`config.mk`:
```
export PLATFORM = sky130hd
export DESIGN_NAME = pinbank_regs
export DESIGN_NICKNAME = d
export VERILOG_FILES = /design/src/rtl/pinbank_pkg.sv /design/src/rtl/pinbank_decode.sv /design/src/rtl/pinbank_alias_reg.sv /design/src/rtl/pinbank_cfg_bank.sv /design/src/rtl/pinbank_outdrv.sv /design/src/rtl/pinbank_regs.sv
export SDC_FILE = /design/constraint.sdc
export NUM_CORES = 1
export LEC_CHECK = 0
export CORE_UTILIZATION = 40
export CTS_CLUSTER_DIAMETER = 30
export DETAILED_ROUTE_END_ITERATION = 10
export SLEW_MARGIN = 25
export SYNTH_ARGS = -nofsm -noshare
export SYNTH_HDL_FRONTEND = slang
export SYNTH_SLANG_ARGS = --single-unit
```
`constraint.sdc`:
```
create_clock -name clk -period 3.7 [get_ports clk]
set_clock_uncertainty 0.1 [all_clocks]
set_input_delay 0.555 -clock clk [delete_from_list [all_inputs] [get_ports clk]]
set_output_delay 0.555 -clock clk [all_outputs]
set_load 0.1 [all_outputs]
```
`src/rtl/pinbank_pkg.sv`:
```
package pinbank_pkg;
  // Alias offset within a four-address group selects the operation.
  typedef enum logic [1:0] {
    OP_BASE = 2'd0,
    OP_CLR  = 2'd1,
    OP_SET  = 2'd2,
    OP_TGL  = 2'd3
  } alias_op_e;

  typedef enum logic {
    ERR_SIZE = 1'b0,
    ERR_MAP  = 1'b1
  } err_kind_e;

  localparam logic [1:0] SIZE_HALF = 2'b01;
endpackage

```
`src/rtl/pinbank_decode.sv`:
```
module pinbank_decode
  import pinbank_pkg::*;
#(
  parameter int ADDR_W    = 8,
  parameter int NUM_SLOTS = 17
) (
  input  logic [ADDR_W-1:0] addr,
  input  logic [1:0]        size,
  output logic              bad_size,
  output logic              bad_map,
  output logic [ADDR_W-3:0] slot
);
  localparam int SLOT_W = ADDR_W - 2;

  assign slot     = addr[ADDR_W-1:2];
  assign bad_size = (size != SIZE_HALF);
  assign bad_map  = (addr[1:0] != 2'b00) || (slot >= SLOT_W'(NUM_SLOTS));
endmodule

```
`src/rtl/pinbank_alias_reg.sv`:
```
module pinbank_alias_reg
  import pinbank_pkg::*;
#(
  parameter int PINS = 16
) (
  input  logic            clk,
  input  logic            rst_n,
  input  logic            we,
  input  alias_op_e       op,
  input  logic [PINS-1:0] wdata,
  output logic [PINS-1:0] q,
  output logic [PINS-1:0] nxt
);
  function automatic logic [PINS-1:0] apply_alias(alias_op_e o,
                                                  logic [PINS-1:0] b,
                                                  logic [PINS-1:0] w);
    case (o)
      OP_BASE: return w;
      OP_CLR:  return b & ~w;
      OP_SET:  return b | w;
      default: return b ^ w;
    endcase
  endfunction

  assign nxt = we ? apply_alias(op, q, wdata) : q;

  always_ff @(posedge clk) begin
    if (!rst_n) q <= '0;
    else        q <= nxt;
  end
endmodule

```
`src/rtl/pinbank_cfg_bank.sv`:
```
module pinbank_cfg_bank #(
  parameter int PINS = 16,
  parameter int NREG = 5
) (
  input  logic                      clk,
  input  logic                      rst_n,
  input  logic [NREG-1:0]           we,
  input  logic [PINS-1:0]           wdata,
  output logic [NREG-1:0][PINS-1:0] q,
  output logic [NREG-1:0][PINS-1:0] nxt
);
  for (genvar c = 0; c < NREG; c++) begin : g_reg
    assign nxt[c] = we[c] ? wdata : q[c];
    always_ff @(posedge clk) begin
      if (!rst_n) q[c] <= '0;
      else        q[c] <= nxt[c];
    end
  end
endmodule

```
`src/rtl/pinbank_outdrv.sv`:
```
module pinbank_outdrv #(
  parameter int PINS = 16
) (
  input  logic            clk,
  input  logic            rst_n,
  input  logic            upd,
  input  logic [PINS-1:0] data_q,
  input  logic [PINS-1:0] data_nxt,
  input  logic [PINS-1:0] dir_q,
  input  logic [PINS-1:0] dir_nxt,
  output logic [PINS-1:0] pin_out,
  output logic [PINS-1:0] pin_oe,
  output logic [PINS-1:0] out_chg
);
  // Pins that will be outputs and whose data bit moves.
  function automatic logic [PINS-1:0] out_delta(logic [PINS-1:0] dir_new,
                                                logic [PINS-1:0] d_old,
                                                logic [PINS-1:0] d_new);
    return dir_new & (d_old ^ d_new);
  endfunction

  assign pin_oe  = dir_q;
  assign pin_out = data_q & dir_q;

  always_ff @(posedge clk) begin
    if (!rst_n)   out_chg <= '0;
    else if (upd) out_chg <= out_delta(dir_nxt, data_q, data_nxt);
    else          out_chg <= '0;
  end
endmodule

```
`src/rtl/pinbank_regs.sv`:
```
module pinbank_regs
  import pinbank_pkg::*;
#(
  parameter int PINS       = 16,
  parameter int ADDR_W     = 8,
  parameter int NUM_GROUPS = 3,
  parameter int NUM_CFG    = 5
) (
  input  logic              clk,
  input  logic              rst_n,
  input  logic [ADDR_W-1:0] bus_addr,
  input  logic [PINS-1:0]   bus_wdata,
  input  logic              bus_wr,
  input  logic              bus_rd,
  input  logic [1:0]        bus_size,
  output logic [PINS-1:0]   bus_rdata,
  output logic              bus_err,
  output logic              bus_err_kind,
  output logic [PINS-1:0]   pin_out,
  output logic [PINS-1:0]   pin_oe,
  output logic [PINS-1:0]   out_chg,
  output logic [PINS-1:0]   mask_a,
  output logic [PINS-1:0]   mask_b,
  output logic              mask_upd_a,
  output logic              mask_upd_b,
  output logic [PINS-1:0]   cfg_polar,
  output logic [PINS-1:0]   cfg_edge,
  output logic [PINS-1:0]   cfg_both,
  output logic [PINS-1:0]   cfg_inen
);
  localparam int SLOT_W      = ADDR_W - 2;
  localparam int ALIAS_SLOTS = 4 * NUM_GROUPS;
  localparam int NUM_SLOTS   = ALIAS_SLOTS + NUM_CFG;
  localparam int GRP_DATA    = 0;
  localparam int GRP_MASKA   = 1;
  localparam int GRP_MASKB   = 2;
  localparam int CFG_DIR     = 0;
  localparam int CFG_POLAR   = 1;
  localparam int CFG_EDGE    = 2;
  localparam int CFG_BOTH    = 3;
  localparam int CFG_INEN    = 4;

  // Decode
  logic              bad_size, bad_map;
  logic [SLOT_W-1:0] slot;

  pinbank_decode #(.ADDR_W(ADDR_W), .NUM_SLOTS(NUM_SLOTS)) u_dec (
    .addr(bus_addr), .size(bus_size),
    .bad_size(bad_size), .bad_map(bad_map), .slot(slot)
  );

  // Named events, visible to the checker
  logic acc_req, acc_bad, wr_hit, rd_hit;
  logic data_set_ev, data_clr_ev;
  assign acc_req = bus_wr | bus_rd;
  assign acc_bad = acc_req & (bad_size | bad_map);
  assign wr_hit  = bus_wr & ~bad_size & ~bad_map;
  assign rd_hit  = bus_rd & ~bad_size & ~bad_map;

  logic                      in_alias;
  logic [NUM_GROUPS-1:0]     alias_we;
  logic [NUM_CFG-1:0]        cfg_we;
  alias_op_e                 alias_op;

  assign in_alias = (slot < SLOT_W'(ALIAS_SLOTS));
  assign alias_op = alias_op_e'(slot[1:0]);

  always_comb begin
    for (int g = 0; g < NUM_GROUPS; g++)
      alias_we[g] = wr_hit && in_alias && (slot[SLOT_W-1:2] == (SLOT_W-2)'(g));
    for (int c = 0; c < NUM_CFG; c++)
      cfg_we[c] = wr_hit && (slot == SLOT_W'(ALIAS_SLOTS + c));
  end

  assign data_set_ev = alias_we[GRP_DATA] && (alias_op == OP_SET);
  assign data_clr_ev = alias_we[GRP_DATA] && (alias_op == OP_CLR);

  // Storage
  logic [NUM_GROUPS-1:0][PINS-1:0] grp_q, grp_nxt;
  logic [NUM_CFG-1:0][PINS-1:0]    cfg_q, cfg_nxt;

  for (genvar g = 0; g < NUM_GROUPS; g++) begin : g_alias
    pinbank_alias_reg #(.PINS(PINS)) u_reg (
      .clk(clk), .rst_n(rst_n), .we(alias_we[g]), .op(alias_op),
      .wdata(bus_wdata), .q(grp_q[g]), .nxt(grp_nxt[g])
    );
  end

  pinbank_cfg_bank #(.PINS(PINS), .NREG(NUM_CFG)) u_cfg (
    .clk(clk), .rst_n(rst_n), .we(cfg_we), .wdata(bus_wdata),
    .q(cfg_q), .nxt(cfg_nxt)
  );

  logic [PINS-1:0] data_q;
  assign data_q = grp_q[GRP_DATA];

  // Pin drive and change indication
  pinbank_outdrv #(.PINS(PINS)) u_out (
    .clk(clk), .rst_n(rst_n),
    .upd(alias_we[GRP_DATA] | cfg_we[CFG_DIR]),
    .data_q(grp_q[GRP_DATA]), .data_nxt(grp_nxt[GRP_DATA]),
    .dir_q(cfg_q[CFG_DIR]), .dir_nxt(cfg_nxt[CFG_DIR]),
    .pin_out(pin_out), .pin_oe(pin_oe), .out_chg(out_chg)
  );

  // Read mux: alias addresses read the base of their group
  logic [PINS-1:0] rd_mux;
  always_comb begin
    rd_mux = '0;
    for (int g = 0; g < NUM_GROUPS; g++)
      if (in_alias && (slot[SLOT_W-1:2] == (SLOT_W-2)'(g))) rd_mux = grp_q[g];
    for (int c = 0; c < NUM_CFG; c++)
      if (slot == SLOT_W'(ALIAS_SLOTS + c)) rd_mux = cfg_q[c];
  end

  // Registered response
  always_ff @(posedge clk) begin
    if (!rst_n) begin
      bus_rdata    <= '0;
      bus_err      <= 1'b0;
      bus_err_kind <= 1'b0;
      mask_upd_a   <= 1'b0;
      mask_upd_b   <= 1'b0;
    end else begin
      bus_rdata    <= rd_hit ? rd_mux : '0;
      bus_err      <= acc_bad;
      bus_err_kind <= acc_bad & ~bad_size;
      mask_upd_a   <= alias_we[GRP_MASKA];
      mask_upd_b   <= alias_we[GRP_MASKB];
    end
  end

  assign mask_a    = grp_q[GRP_MASKA];
  assign mask_b    = grp_q[GRP_MASKB];
  assign cfg_polar = cfg_q[CFG_POLAR];
  assign cfg_edge  = cfg_q[CFG_EDGE];
  assign cfg_both  = cfg_q[CFG_BOTH];
  assign cfg_inen  = cfg_q[CFG_INEN];
endmodule

```
Word-level counts from Yosys, hierarchy flattened
Cells that the tools add are included.
{"block": "word_totals", "register_bits": 164, "wordCells": 81, "in_bits": 30}
{"block": "classes", "n_bitwise": 24, "magnitude_cmp": 2, "mux": 13, "n_reduce_logical": 18, "n_eq_ne": 10}
{"cell": "2-to-1 mux 16 bit", "n": 10}
{"cell": "one-hot mux 16 bit (3 select lines)", "n": 3}
{"cell": "bitwise AND 16 bit", "n": 5}
{"cell": "bitwise XOR 16 bit", "n": 4}
{"cell": "OR 16 bit", "n": 3}
{"cell": "== test 6 x 4 -> 1 bit, second input constant", "n": 4}
{"cell": "inverter 16 bit", "n": 1}
{"cell": "logical AND 1 bit", "n": 12}
{"cell": "bitwise AND 1 bit", "n": 6}
{"cell": "== test 6 x 5 -> 1 bit, second input constant", "n": 1}
{"cell": ">= comparator 6 x 5 -> 1 bit, second input constant", "n": 1}
{"cell": "< comparator 6 x 4 -> 1 bit, second input constant", "n": 1}
{"cell": "== test 4 x 1 -> 1 bit, second input constant", "n": 1}
{"cell": "== test 4 x 2 -> 1 bit, second input constant", "n": 1}
{"cell": "logical NOT 4 bit", "n": 1}
{"cell": "AND reduction 2 bit", "n": 2}
{"cell": "OR 1 bit", "n": 3}
{"cell": "== test 2 x 1 -> 1 bit, second input constant", "n": 1}
{"cell": "== test 2 bit, second input constant", "n": 1}
{"cell": "logical NOT 2 bit", "n": 1}
{"cell": "!= test 2 x 1 -> 1 bit, second input constant", "n": 1}
{"cell": "inverter 1 bit", "n": 2}
{"cell": "nonzero test 2 bit", "n": 1}
{"cell": "logical OR 1 bit", "n": 1}

Longest topological paths before layout
Gate-level depths: netlist of run 1.
{"block": "logic_depth", "word_depth": 10, "mapped_depth": 7, "ltp_nobuf": 6}

Modules after synthesis
Synthesis of run 1 repeated with hierarchy kept, for this count alone.
{"block": "hier_totals", "cells_unflattened": 1212, "hier_area_um2": 11202.0}
{"mod": "pinbank_alias_reg at g_alias[1].u_reg ...", "area_per_inst_um2": 1761.7, "cells_per_inst": 212, "n_inst": 2, "seq_area_each_um2": 320.3}
{"mod": "pinbank_cfg_bank", "area_per_inst_um2": 3387.0, "cells_per_inst": 258, "n_inst": 1, "seq_area_each_um2": 1601.5}
{"mod": "pinbank_alias_reg at g_alias[0].u_reg", "area_per_inst_um2": 1764.2, "cells_per_inst": 212, "n_inst": 1, "seq_area_each_um2": 320.3}
{"mod": "pinbank_regs", "area_per_inst_um2": 1650.3, "cells_per_inst": 226, "n_inst": 1, "seq_area_each_um2": 400.4}
{"mod": "pinbank_outdrv", "area_per_inst_um2": 808.3, "cells_per_inst": 82, "n_inst": 1, "seq_area_each_um2": 320.3}
{"mod": "pinbank_decode", "area_per_inst_um2": 68.8, "cells_per_inst": 10, "n_inst": 1, "seq_area_each_um2": 0.0}

Worst setup path after synthesis of run 1
OpenSTA, ideal clock, no wires.
{"block": "synth_timing", "kind": "register -> output", "start": "register u_cfg.q[6] in the netlist's numbering", "end": "output port pin_out[6]", "slack_ns": 1.216, "arrival_time_ns": 1.829, "required_time_ns": 3.045, "stages_incl_launch_ff": 2, "cell_sequence": "dfxtp_1 > and2_1"}
{"block": "synth_via", "elab_chain_cells": 1}
{"element": "start, declared", "line": "pinbank_cfg_bank.sv:9", "text": "output logic [NREG-1:0][PINS-1:0] q,"}
{"element": "start signal, assigned by index", "line": "pinbank_cfg_bank.sv:16", "text": "else q[c] <= nxt[c];"}
{"element": "bitwise AND 16 bit", "line": "pinbank_outdrv.sv:23", "text": "assign pin_out = data_q & dir_q;"}
{"element": "end, declared", "line": "pinbank_regs.sv:19", "text": "output logic [PINS-1:0] pin_out,"}
No other way between the ends.

Worst setup path after layout of run 1
{"block": "layout_timing", "start": "register g_alias[0].u_reg.q[15]", "end": "output port pin_out[15]"}
{"block": "layout_via", "elab_chain_cells": 1}
{"element": "start, declared", "line": "pinbank_alias_reg.sv:11", "text": "output logic [PINS-1:0] q,"}
{"element": "start signal, assigned", "line": "pinbank_alias_reg.sv:29", "text": "else q <= nxt;"}
{"element": "bitwise AND 16 bit", "line": "pinbank_outdrv.sv:23"}
No other way between the ends.

==> results of run 1 <==
==> state kept, by name (all words and copies together), names as in the netlist <==
name and flops:
u_out.out_chg 16, mask_upd_a 1, g_alias.u_reg.q 48, bus_err 1
bus_err_kind 1, bus_rdata 16, u_cfg.q 80, mask_upd_b 1
==> final cells by class <==
class	instances	area (um^2)	share of cell area
Multi-Input combinational cell	790	6100	0.469
Sequential cell	164	3280	0.253
Timing Repair Buffer	241	2280	0.175
Clock buffer	17	425	0.0327
Tap cell	324	405	0.0312
Inverter	84	317	0.0244
Clock inverter	15	184	0.0142
==> kinds of logic (layout without fill, tap and decap cells) <==
logic type / after synthesis / count (layout) / share of synthesized area
AO/OA/AOI/OAI: 353 / 353 / 0.219
XOR/XNOR: 16 / 16 / 0.0138
adder cells (fa/ha/maj): 96 / 96 / 0.119
buffers and inverters: 195 / 357 / 0.0769
flip-flops: 164 / 164 / 0.324
multiplexers: 101 / 101 / 0.126
AND/OR/NAND/NOR: 224 / 224 / 0.122
==> per-layer routing <==
metal / part of all wire / global-route usage / up-vias
met5: 0 / 0 / -
met4: 0.037 / 0.120 / 0
met3: 0.057 / 0.0442 / 69
met2: 0.48 / 0.442 / 366
met1: 0.43 / 0.346 / 4618
li1: - / - / 4441
==> per-stage QoR <==
step | instance area (um^2) | worst slack (ps)
4_1_cts | 13000 | 784
2_1_floorplan | 10100 | 1220
6_report | 13000 | 755
3_5_place_dp | 12400 | 443
5_1_grt | 13000 | 677
3_3_place_gp | 12400 | 516
==> power breakdown <==
| group | switching (uW) | internal (uW) | total (uW) |
|---|---|---|---|
| clock | 870 | 974 | 1840 |
| combinational | 288 | 167 | 455 |
| sequential | 1.10 | 1770 | 1770 |
==> worst reg2reg max path, stage by stage (launching register included) <==
cell and delay, ps:
dfxtp_1 510, inv_1 80, ha_1 270, mux4_2 510, xnor2_1 150, a211oi_1 230
==> how the worst min path moves through the flow <==
stage / from / to / slack [ps] / depth (start not counted)
3_5_place_dp: u_cfg.q[70]$_SDFFE_PN0P_ / bus_rdata[6]$_SDFF_PN0_ / 360 / 2
3_3_place_gp: u_cfg.q[70]$_SDFFE_PN0P_ / bus_rdata[6]$_SDFF_PN0_ / 360 / 2
5_1_grt: u_cfg.q[70]$_SDFFE_PN0P_ / bus_rdata[6]$_SDFF_PN0_ / 400 / 2
4_1_cts: u_cfg.q[70]$_SDFFE_PN0P_ / bus_rdata[6]$_SDFF_PN0_ / 370 / 2
6_report: u_cfg.q[70]$_SDFFE_PN0P_ / bus_rdata[6]$_SDFF_PN0_ / 370 / 2
2_1_floorplan: g_alias[0].u_reg.q[6]$_SDFF_PN0_ / g_alias[0].u_reg.q[6]$_SDFF_PN0_ / 450 / 2
==> Yosys cell counts (all sizes together), types with 16 or more instances <==
| cell | n |
|---|---|
| nand3 | 84 |
| mux2 | 49 |
| dfxtp | 164 |
| inv | 83 |
| o21ai | 89 |
| xnor2 | 16 |
| a211oi | 79 |
| ha | 96 |
| and2 | 18 |
| clkbuf | 73 |
| o2bb2ai | 31 |
| a21oi | 125 |
| buf | 38 |
| mux2i | 36 |
| nor2 | 70 |
| nor3 | 21 |
| mux4 | 16 |
==> summary by stage, run 1 <==
Setup path
The critical setup path kind is flip-flop to output port. In this run the worst setup path terminates at pin_out[15]. At the worst endpoint, the required time is a little over 3000 ps. The critical path launch point type is a flip-flop. Data on the critical path arrives at its endpoint at approximately 2300 ps.

Of all nets on the critical path, the largest fanout is 6. The signal on the critical path passes through and2_1 -> clkdlybuf4s50_1. The source of the critical timing path is g_alias[0].u_reg.q[15]$_SDFF_PN0_. The depth of the most critical reg-to-reg path is 5.

The critical path runs through a total of 2 cells. Together, buffers and inverters on the worst path number 1. The source of the worst register-to-register timing path is g_alias[0].u_reg.q[10]$_SDFF_PN0_. The delay of the slowest critical-path stage is around 1200 ps. The end of the worst register-to-register path is u_out.out_chg[10]$_SDFF_PN0_. The top cell family by delay on the critical path is buffers and inverters.

The standard cell with the maximum stage delay on the critical path is clkdlybuf4s50_1. The endpoint type of the worst setup path is an output port. The internal reg-to-reg setup slack is between 1500 and 2000 ps.

Synthesis
The largest area contributor in the netlist is dfxtp_1. The share of the Yosys chip area taken by registers is 0.324. Averaged over all synthesized cells, the footprint is ~8.8 um^2. The count of different cell masters after synthesis is between 50 and 60. By area the synthesized netlist is led by dfxtp_1 32%, ha_1 12%, a21oi_1 6.2%, mux2_2 5.4%, a211oi_1 4.9%.

The post-synthesis cell area is approximately 10000 um^2. The cell count after synthesis is around 1100. Counting every net in the synthesized netlist gives 1275.

The area fraction of the dominant cell type after synthesis is 0.324. Of all flip-flops after synthesis, the portion carrying an async set or reset was 0. The most common flop cell mapped by yosys is dfxtp_1. During synthesis, Yosys emitted a total of 0 warnings. The number of synthesized register bits is roughly 160. Counting flops with a built-in enable in the synthesized netlist gives 0.

Detailed routing
The final wirelength is ~35000 um. In this run, the number of DRC markers left after iteration 0 of detailed routing was 720. The number of search-and-repair iterations in the first detailed-routing pass is 7. For this run, design rule violations remaining after detail routing come to 0. The mean routed wirelength per cell is roughly 21 um.

The count of nets left with antenna violations once routing finished came out at 0. The detailed router placed 9494 vias in this run. The average via count per standard cell is between 5 and 6.

Clock tree
Buffers inserted to repair hold after CTS numbered 0. TritonCTS built the clock tree. The clock-pin slew of the registers on the worst-case setup and hold paths is ~70 ps.

The number of buffers added by the clock tree synthesis step is 17. The library cell used as clock root buffer is clkbuf_16. The number of setup buffers added after CTS is 0. Counting every sink on the clock net gives around 160.

In this run the number of H-tree levels came out at 4. The post-cts repair resize count is 0. The clock insertion delay at the later pin of the skew report is 450 ps. The clock passes through at most 2 buffers.

Placement
Routability-driven placement finished with a final weighted congestion of between 0.9 and 1. The detailed-placement wirelength estimate is about 25000 um. During placement, the flow inserted port buffers numbering 193. The number of placed cells counting well taps is between 1500 and 2000.

Global route
The largest net degree at the start of global routing is about 70. The global-route congestion overflow total is 0. In the global route stage, overall resource usage came out at 0.269. The initial antenna violation count was 0. The via count of the first global-routing pass is 9226.

The first-pass GRT wire length is around 54000 um.

Die
The I/O pin total is roughly 190. The initial core utilization is 0.412. The die outline area is about 26000 um^2. The initialized floorplan defines 57 standard-cell rows.

The die boundary height is 161 um. After floorplanning, the core was sized to cover 24600 um^2. The die is ~160 um wide.

Final layout
The layout has 2317 filler cells. Leaving out fill and tap cells, the most frequent cell in the layout is clkdlybuf4s50_1. In the final layout, the share of cells above drive strength 1 is 0.142. The top cell types in the final layout, fill and taps aside, are 188 x clkdlybuf4s50_1, 164 x dfxtp_1, 125 x a21oi_1. Once layout is complete, the utilization of the core stands at 0.528. The finished layout holds between 1500 and 2000 standard cells, fillers aside.

The area growth from synthesis to layout is 28.2%. The number of diodes added for antenna fixing is 0. The count of nets after finishing is around 1400.

STA
Setup repair after global routing left no endpoint under its margin. The achievable frequency is between 0.3 and 0.4 GHz. The count of final max-slew check failures is 0. The hold violation total from the final report was 0.

After routing, the total negative slack on setup checks comes to 0 ps. The remaining max-slew budget at the tightest pin is 0.321. The post-layout minimum cycle time is ~3000 ps. Setup violations remaining at the end of the flow were counted as 0. The worst-margin pin slew is roughly 1000 ps. The post-route clock period utilization is 0.796.

The worst hold slack is approximately 370 ps.

Pwr
For this design the static power due to leakage is between 0.004 and 0.005 uW. The worst-case IR drop observed on VDD is between 0.0002 and 0.00025 V. The total power is between 4000 and 5000 uW. The total power divided by cell area is around 310 nW/um^2.

Status
The run finished with clean final reports.

Worst hold path
The path category of the worst min-delay check is flip-flop to flip-flop.

Job
Max-cap violations in this run came to 0.
No activity file was read; power rests on OpenSTA's default activity.
==> run 2, diff against run 1 <==
==> constraint.sdc (replaced) <==
create_clock -name clk -period 2.8 [get_ports clk]
set_clock_uncertainty 0.1 [all_clocks]
set_input_delay 0.42 -clock clk [delete_from_list [all_inputs] [get_ports clk]]
set_output_delay 0.42 -clock clk [all_outputs]
set_load 0.1 [all_outputs]
==> run 2 against run 1 <==
Net effect:
- routed wire length increased by 1.3%
- non-clock buffer count increased by 25
- register-to-register slack got worse by 910 ps
- cell count increased by 1.5%
- via count increased by 0.12%
- global-route usage increased by 0.090 points
- count of clock-buffer cells in the layout unchanged
- flip-flop and latch count unchanged
- critical path depth increased by 3
- sequential share of layout area increased by 0.21 points
- clock power increased by 30%
==> summary by stage, run 2 (synthesized netlist as in run 1, its figures left out) <==
Final layout
The layout overhead on the synthesized area is 27.1%. The count of nets after finishing came to 1449 (+1.8%). The number of diodes added for antenna fixing is 0 (unchanged). The largest registers in the layout are u_cfg.q x80, g_alias.u_reg.q x48. The most common library cell in the layout ignoring fill and taps is buf_4. In the layout the commonest cells are 230 x buf_4, 164 x dfxtp_1, 125 x a21oi_1. The number of fill cells came to 2327 (+0.43%).

The share of final-layout standard cells stronger than drive strength 1 is 0.278 (+0.137). Ranked by flip-flop count, first place goes to u_cfg.q. The number of flip-flops under the largest register name came to 80 (unchanged).

STA
The worst hold slack is 385 ps (+14.3 ps). The setup-violating endpoint count in the final report is 0 (unchanged). The worst path in the final design needs a cycle of around 2200 ps, including I/O delays and setup.

The worst-margin pin slew was 696 ps (-319 ps). The achievable frequency is 0.445 GHz. The post-route clock period utilization is 0.802. The count of final max-slew check failures came to 0 (unchanged). The total negative slack for setup checks was 0 ps (unchanged).

The hold violation total from the final report came to 0 (unchanged). Setup repair after global routing left no endpoint under its margin. The remaining max-slew budget at the tightest pin is 0.536 (+0.215).

Detailed routing
The detailed-route via count is 9505 (+0.12%). The number of search-and-repair iterations in the first detailed-routing pass was 5 (-2). The mean routed wirelength per cell came to 21.2 um (-0.18%). The number of nets still failing antenna checks after routing is 0 (unchanged). The total DRC errors in the routed layout is 0 (unchanged). The average via count per standard cell was 5.73 (-1.4%). The first-iteration detailed-routing DRC count came to 702 (-2.5%). The final wirelength is 35200 um (+1.3%).

Die
The initial core utilization is 0.412 (unchanged). The die span in x is 161 um (unchanged). The die outline area is 26000 um^2 (unchanged). The I/O pin total is 194 (unchanged). The die boundary height came to 161 um (unchanged).

The area of the core came to 24600 um^2 (unchanged). The number of core rows is 57 (unchanged).

Clock tree
The number of setup buffers added after CTS is 0 (unchanged). The library cell used as clock root buffer is clkbuf_16. The post-cts repair resize count was 0 (unchanged).

The count of H-tree levels built during CTS is 4 (unchanged). The maximum buffer depth of the clock tree is 2 (unchanged). The number of clock sinks seen by CTS was 164 (unchanged). TritonCTS built the clock tree. The number of buffers added by the clock tree synthesis step is 17 (unchanged). The clock insertion delay at the later pin of the skew report is 450 ps (about the same).

The clock-pin slew of the registers on the worst-case setup and hold paths came to 80 ps (about the same). The hold buffer count at CTS was 0 (unchanged).

Setup path
The data required time of the worst path is 3020 ps (-20 ps). The internal reg-to-reg setup slack is 860 ps (-910 ps). The critical path arrival is 2470 ps (+180 ps). STA classifies the critical path startpoint as a primary input. The endpoint type of the worst setup path is a flip-flop. The biggest fanout along the worst timing path is 16 (+10).

The critical setup path kind is primary input to flip-flop.

Status
The flow ran to the end, and the final reports show no timing, DRC or antenna violations.

Global route
The via count of the first global-routing pass was 9110 (-1.3%). The global-route congestion overflow total is 0 (unchanged). The first-pass GRT wire length is 53800 um (-0.13%). The initial antenna violation count is 0 (unchanged).

The global-route usage over all layers was 0.270 (+0.000899). The largest net degree at the start of global routing came to 129 (+82%).

Placement
The detailed-placement wirelength estimate is 25200 um (+2.5%). The weighted congestion at the end of routability-driven global placement came to 0.920 (+0.29%). The total of buffers placed on input and output ports came to 193 (unchanged).

Pwr
The leakage power is 0.00509 uW (+11%). The total power divided by cell area is 417 nW/um^2 (+33%). The maximum resistive drop on vdd came to 0.000355 V (+57%).

Job
The count of max-cap constraint violations was 0 (unchanged).

Worst hold path
The min-delay analysis places its worst path in the category flip-flop to flip-flop.
-- run 2: report_power, final --
part | leakage, uW | internal, uW | total [uW] | switching [uW]
clock | 0.000297 | 1210 | 2400 | 1190
sequential | 0.00132 | 2330 | 2330 | 1.42
combinational | 0.00347 | 244 | 632 | 388
total | 0.00509 | 3790 | 5370 | 1580
-- run 2: final timing paths --
| kind | from | end | depth (start not counted) |
|---|---|---|---|
| worst max-delay path | bus_addr[4] | u_out.out_chg[13]$_SDFF_PN0_ | 5 |
| worst min-delay path | u_cfg.q[70]$_SDFFE_PN0P_ | bus_rdata[6]$_SDFF_PN0_ | 2 |
| worst max register to register | g_alias[0].u_reg.q[13]$_SDFF_PN0_ | u_out.out_chg[13]$_SDFF_PN0_ | 5 |
| worst min register to register | u_cfg.q[70]$_SDFFE_PN0P_ | bus_rdata[6]$_SDFF_PN0_ | 2 |
-- run 2: metrics by stage --
step           cells  cell area [um^2]  total power, uW  setup slack [ps]  utilization
5_1_grt         1660             12900             5540               434        0.524
3_5_place_dp    1628             12300             3010               135        0.499
2_1_floorplan   1149             10100             2780               451            -
3_3_place_gp    1628             12300             3000               117        0.499
4_1_cts         1660             12900             5390               573        0.524
6_report        1660             12900             5370               554        0.524
-- run 2: critical path, cell delays in order --
cell and delay [ps]:
clkdlybuf4s50_1 420, or4_1 610, a211o_1 580, o21ai_0 310, a211oi_1 120
-- run 2: final cells by class --
type                       count  area, um^2  share of cell area
clock buffer                  17         425              0.0330
clock inverter                15         180              0.0140
inverter                      84         317              0.0246
tap                          324         405              0.0315
timing repair buffer         266        2180               0.169
multi-input combinational    790        6100               0.473
sequential                   164        3280               0.255
-- run 2: metal layers --
layer	up-vias	track usage	part of all wire	wire length, um
met4	0	0.0999	0.030	1060
met1	4646	0.342	0.43	15000
met3	58	0.0444	0.051	1800
li1	4493	-	-	-
met2	308	0.460	0.49	17300
met5	-	0	0	0
==> run 3, diff against run 2 <==
==> constraint.sdc (replaced) <==
create_clock -name clk -period 2.3 [get_ports clk]
set_clock_uncertainty 0.1 [all_clocks]
set_input_delay 0.345 -clock clk [delete_from_list [all_inputs] [get_ports clk]]
set_output_delay 0.345 -clock clk [all_outputs]
set_load 0.1 [all_outputs]
==> run 3 against run 2 <==
Net effect:
- worst hold slack better by 8.3 ps
- non-clock buffer count is 48 higher
- combinational power grew 30%
- global-route usage is 0.16 points higher
- flip-flop and latch count unchanged
- largest cell class unchanged
- largest power group unchanged
==> summary by stage, run 3 (synthesized netlist as in run 1, its figures left out) <==
Setup path
In this run the worst setup path terminates at bus_rdata[10]$_SDFF_PN0_. The delay of the slowest critical-path stage is 550 ps (-60 ps). STA classifies the critical path endpoint as a flip-flop. The critical path arrival came to 2460 ps (about the same). The source of the worst register-to-register timing path is g_alias[0].u_reg.q[8]$_SDFF_PN0_. The data required time of the worst path is 2560 ps (-460 ps). For this design, the slowest cell found on the critical path is or4_1. The internal reg-to-reg setup slack was 400 ps (-460 ps). The dominant cell type by count on the critical path is buf_12. The critical path starts at bus_addr[5]. The critical path launch point type is a primary input. The total number of cells along the worst setup path is 7 (+2). The critical path in this run is classified as primary input to flip-flop. The buffers plus inverters on the worst setup path was 3 (+2). The signal on the critical path passes through clkdlybuf4s50_1 -> or4_1 -> a211oi_4 -> buf_12 -> nand3_4 -> buf_12 -> nor3_1.

The end of the worst register-to-register path is u_out.out_chg[8]$_SDFF_PN0_. The cell family contributing the most delay on the critical path is buffers and inverters. The depth of the most critical reg-to-reg path was 5 (unchanged). The biggest fanout along the worst timing path is 15 (-1).

Final layout
The number of diodes added for antenna fixing came to 0 (unchanged). From synthesis to final layout, the design area changed by 31.8%. The footprint of the flip-flops and latches came to 3280 um^2 (unchanged). The non-filler instance count after layout is 1708 (+2.9%). The most common library cell in the layout ignoring fill and taps is buf_4. The end-of-flow core utilization was 0.543 (+0.0192). The cell area after layout is 13400 um^2 (+3.7%). The share of final-layout standard cells stronger than drive strength 1 is 0.304 (+0.0257).

The top cell types in the final layout, fill and taps aside, are 268 x buf_4, 164 x dfxtp_1, 125 x a21oi_1. The area of combinational cells with multiple inputs is 6100 um^2 (about the same). u_cfg.q holds more flip-flops than any other register. The number of fill cells is 2333 (+0.26%). The count of nets after finishing is 1497 (+3.3%). The number of flip-flops under the largest register name is 80 (unchanged). The largest registers in the layout are u_cfg.q x80, g_alias.u_reg.q x48.

STA
The post-layout minimum cycle time is roughly 2200 ps. The post-route clock period utilization is 0.956. The post-route worst setup slack came to 100 ps (-453 ps). Setup repair after global routing left no endpoint under its margin.

The setup-violating endpoint count in the final report is 0 (unchanged). The remaining max-slew budget at the tightest pin is 0.498 (-0.0380). The worst-margin pin slew came to 749 ps (+53.7 ps). The hold violation total from the final report was 0 (unchanged).

The count of final max-slew check failures is 0 (unchanged). The achievable frequency is 0.455 GHz.

Detailed routing
The total DRC errors in the routed layout was 0 (unchanged). The routed wire length on met2 came to 17400 um (+0.38%). The number of search-and-repair iterations in the first detailed-routing pass is 5 (unchanged).

The average via count per standard cell is 5.61 (-2.0%). The number of nets still failing antenna checks after routing is 0 (unchanged). The mean routed wirelength per cell is 20.6 um (-2.8%). Signal routing reaches up to met4. The detailed-route via count is 9582 (+0.81%). The first-iteration detailed-routing DRC count is 782 (+11%). The final wirelength is 35200 um (about the same).

The routed length on met3 is 1700 um (-5.7%). The total routed wire length on the met1 layer is 15100 um (+0.92%).

Placement
The detailed-placement wirelength estimate is 25800 um (+2.3%). The number of placed cells counting well taps is 1676 (+2.9%). The worst-case setup slack after placement was -285 ps (-419 ps).

The weighted congestion at the end of routability-driven global placement is 0.902 (-1.9%). The cell area reported after detailed placement is 12800 um^2 (+4.0%). The total of buffers placed on input and output ports is 193 (unchanged).

Clock tree
The clock insertion delay at the later pin of the skew report was 440 ps (about the same). The number of setup buffers added after CTS is 0 (unchanged). The count of H-tree levels built during CTS is 4 (unchanged).

The hold buffer count at CTS is 0 (unchanged). The number of buffers added by the clock tree synthesis step came to 17 (unchanged). The tree is rooted in a clkbuf_16.

The post-cts repair resize count is 0 (unchanged). The clock tree from TritonCTS is built. The clock-pin slew of the registers on the worst-case setup and hold paths is 70 ps (about the same). The maximum buffer depth of the clock tree was 2 (unchanged). The number of clock sinks seen by CTS is 164 (unchanged).

Die
The initial core utilization was 0.412 (unchanged). The area of the core is 24600 um^2 (unchanged). The die outline area was 26000 um^2 (unchanged).

The die boundary height is 161 um (unchanged). The die span in x is 161 um (unchanged). The I/O pin total was 194 (unchanged). The number of core rows is 57 (unchanged).

Global route
The first-pass GRT wire length is 54200 um (+0.69%). The via count of the first global-routing pass was 9237 (+1.4%). The global-route congestion overflow total is 0 (unchanged). The initial antenna violation count came to 0 (unchanged). The global-route usage over all layers is 0.272 (+0.00164). The largest net degree at the start of global routing was 69 (-47%).

Worst hold path
The path category of the worst min-delay check is flip-flop to flip-flop. The cell depth of the worst min-delay path is 2 (unchanged).

Pwr
The total power divided by cell area was 491 nW/um^2 (+18%). The leakage power was 0.00536 uW (+5.4%). The maximum resistive drop on vdd was 0.000408 V (+15%).

Status
The run finished with clean final reports.

Job
The count of max-cap constraint violations is 0 (unchanged).
run 3: cell types whose count changed in the layout (fill, tap and decap cells not counted), moves of 2 or more:
cell	change
clkinvlp_4	+2
buf_4	+38
buf_12	+10
clkinv_8	-3
inv_6	+2
run 3: power by group:
part           internal, uW  switching [uW]  leakage [uW]
clock                  1490            1410      0.000285
combinational           339             480       0.00376
sequential             2840            1.70       0.00132
run 3: cell type report:
class / instances / area share
Inverter: 84 / 0.0237
Tap cell: 324 / 0.0304
Clock inverter: 14 / 0.0112
Clock buffer: 18 / 0.0329
Multi-Input combinational cell: 790 / 0.457
Timing Repair Buffer: 314 / 0.199
Sequential cell: 164 / 0.246
run 3: worst register-to-register path, stage by stage (launching register included):
cell and delay, ps:
dfxtp_1 480, inv_1 80, ha_1 270, mux4_2 500
xnor2_1 160, a211oi_2 220
run 3: worst min-delay path by stage:
stage | from | to | slack [ps]
6_report | u_cfg.q[37]$_SDFFE_PN0P_ | u_cfg.q[37]$_SDFFE_PN0P_ | 390
3_3_place_gp | u_cfg.q[70]$_SDFFE_PN0P_ | bus_rdata[6]$_SDFF_PN0_ | 380
5_1_grt | u_cfg.q[70]$_SDFFE_PN0P_ | bus_rdata[6]$_SDFF_PN0_ | 410
4_1_cts | u_cfg.q[37]$_SDFFE_PN0P_ | u_cfg.q[37]$_SDFFE_PN0P_ | 390
2_1_floorplan | bus_size[1] | bus_err_kind$_SDFF_PN0_ | 320
3_5_place_dp | u_cfg.q[37]$_SDFFE_PN0P_ | u_cfg.q[37]$_SDFFE_PN0P_ | 380
run 3: routing by layer:
layer	track usage	vias to the layer above
li1	-	4581
met1	0.352	4623
met2	0.463	322
met3	0.0370	56
met4	0.0918	0
met5	0	-
run 3: per-stage QoR:
step	hold WS, ps	total power, uW	TNS (ps)
floorplan	322	3390	0
global placement	377	3710	-26640
detailed placement	379	3720	-28700
CTS	389	6590	0
global route	409	6790	0
finish	393	6560	0
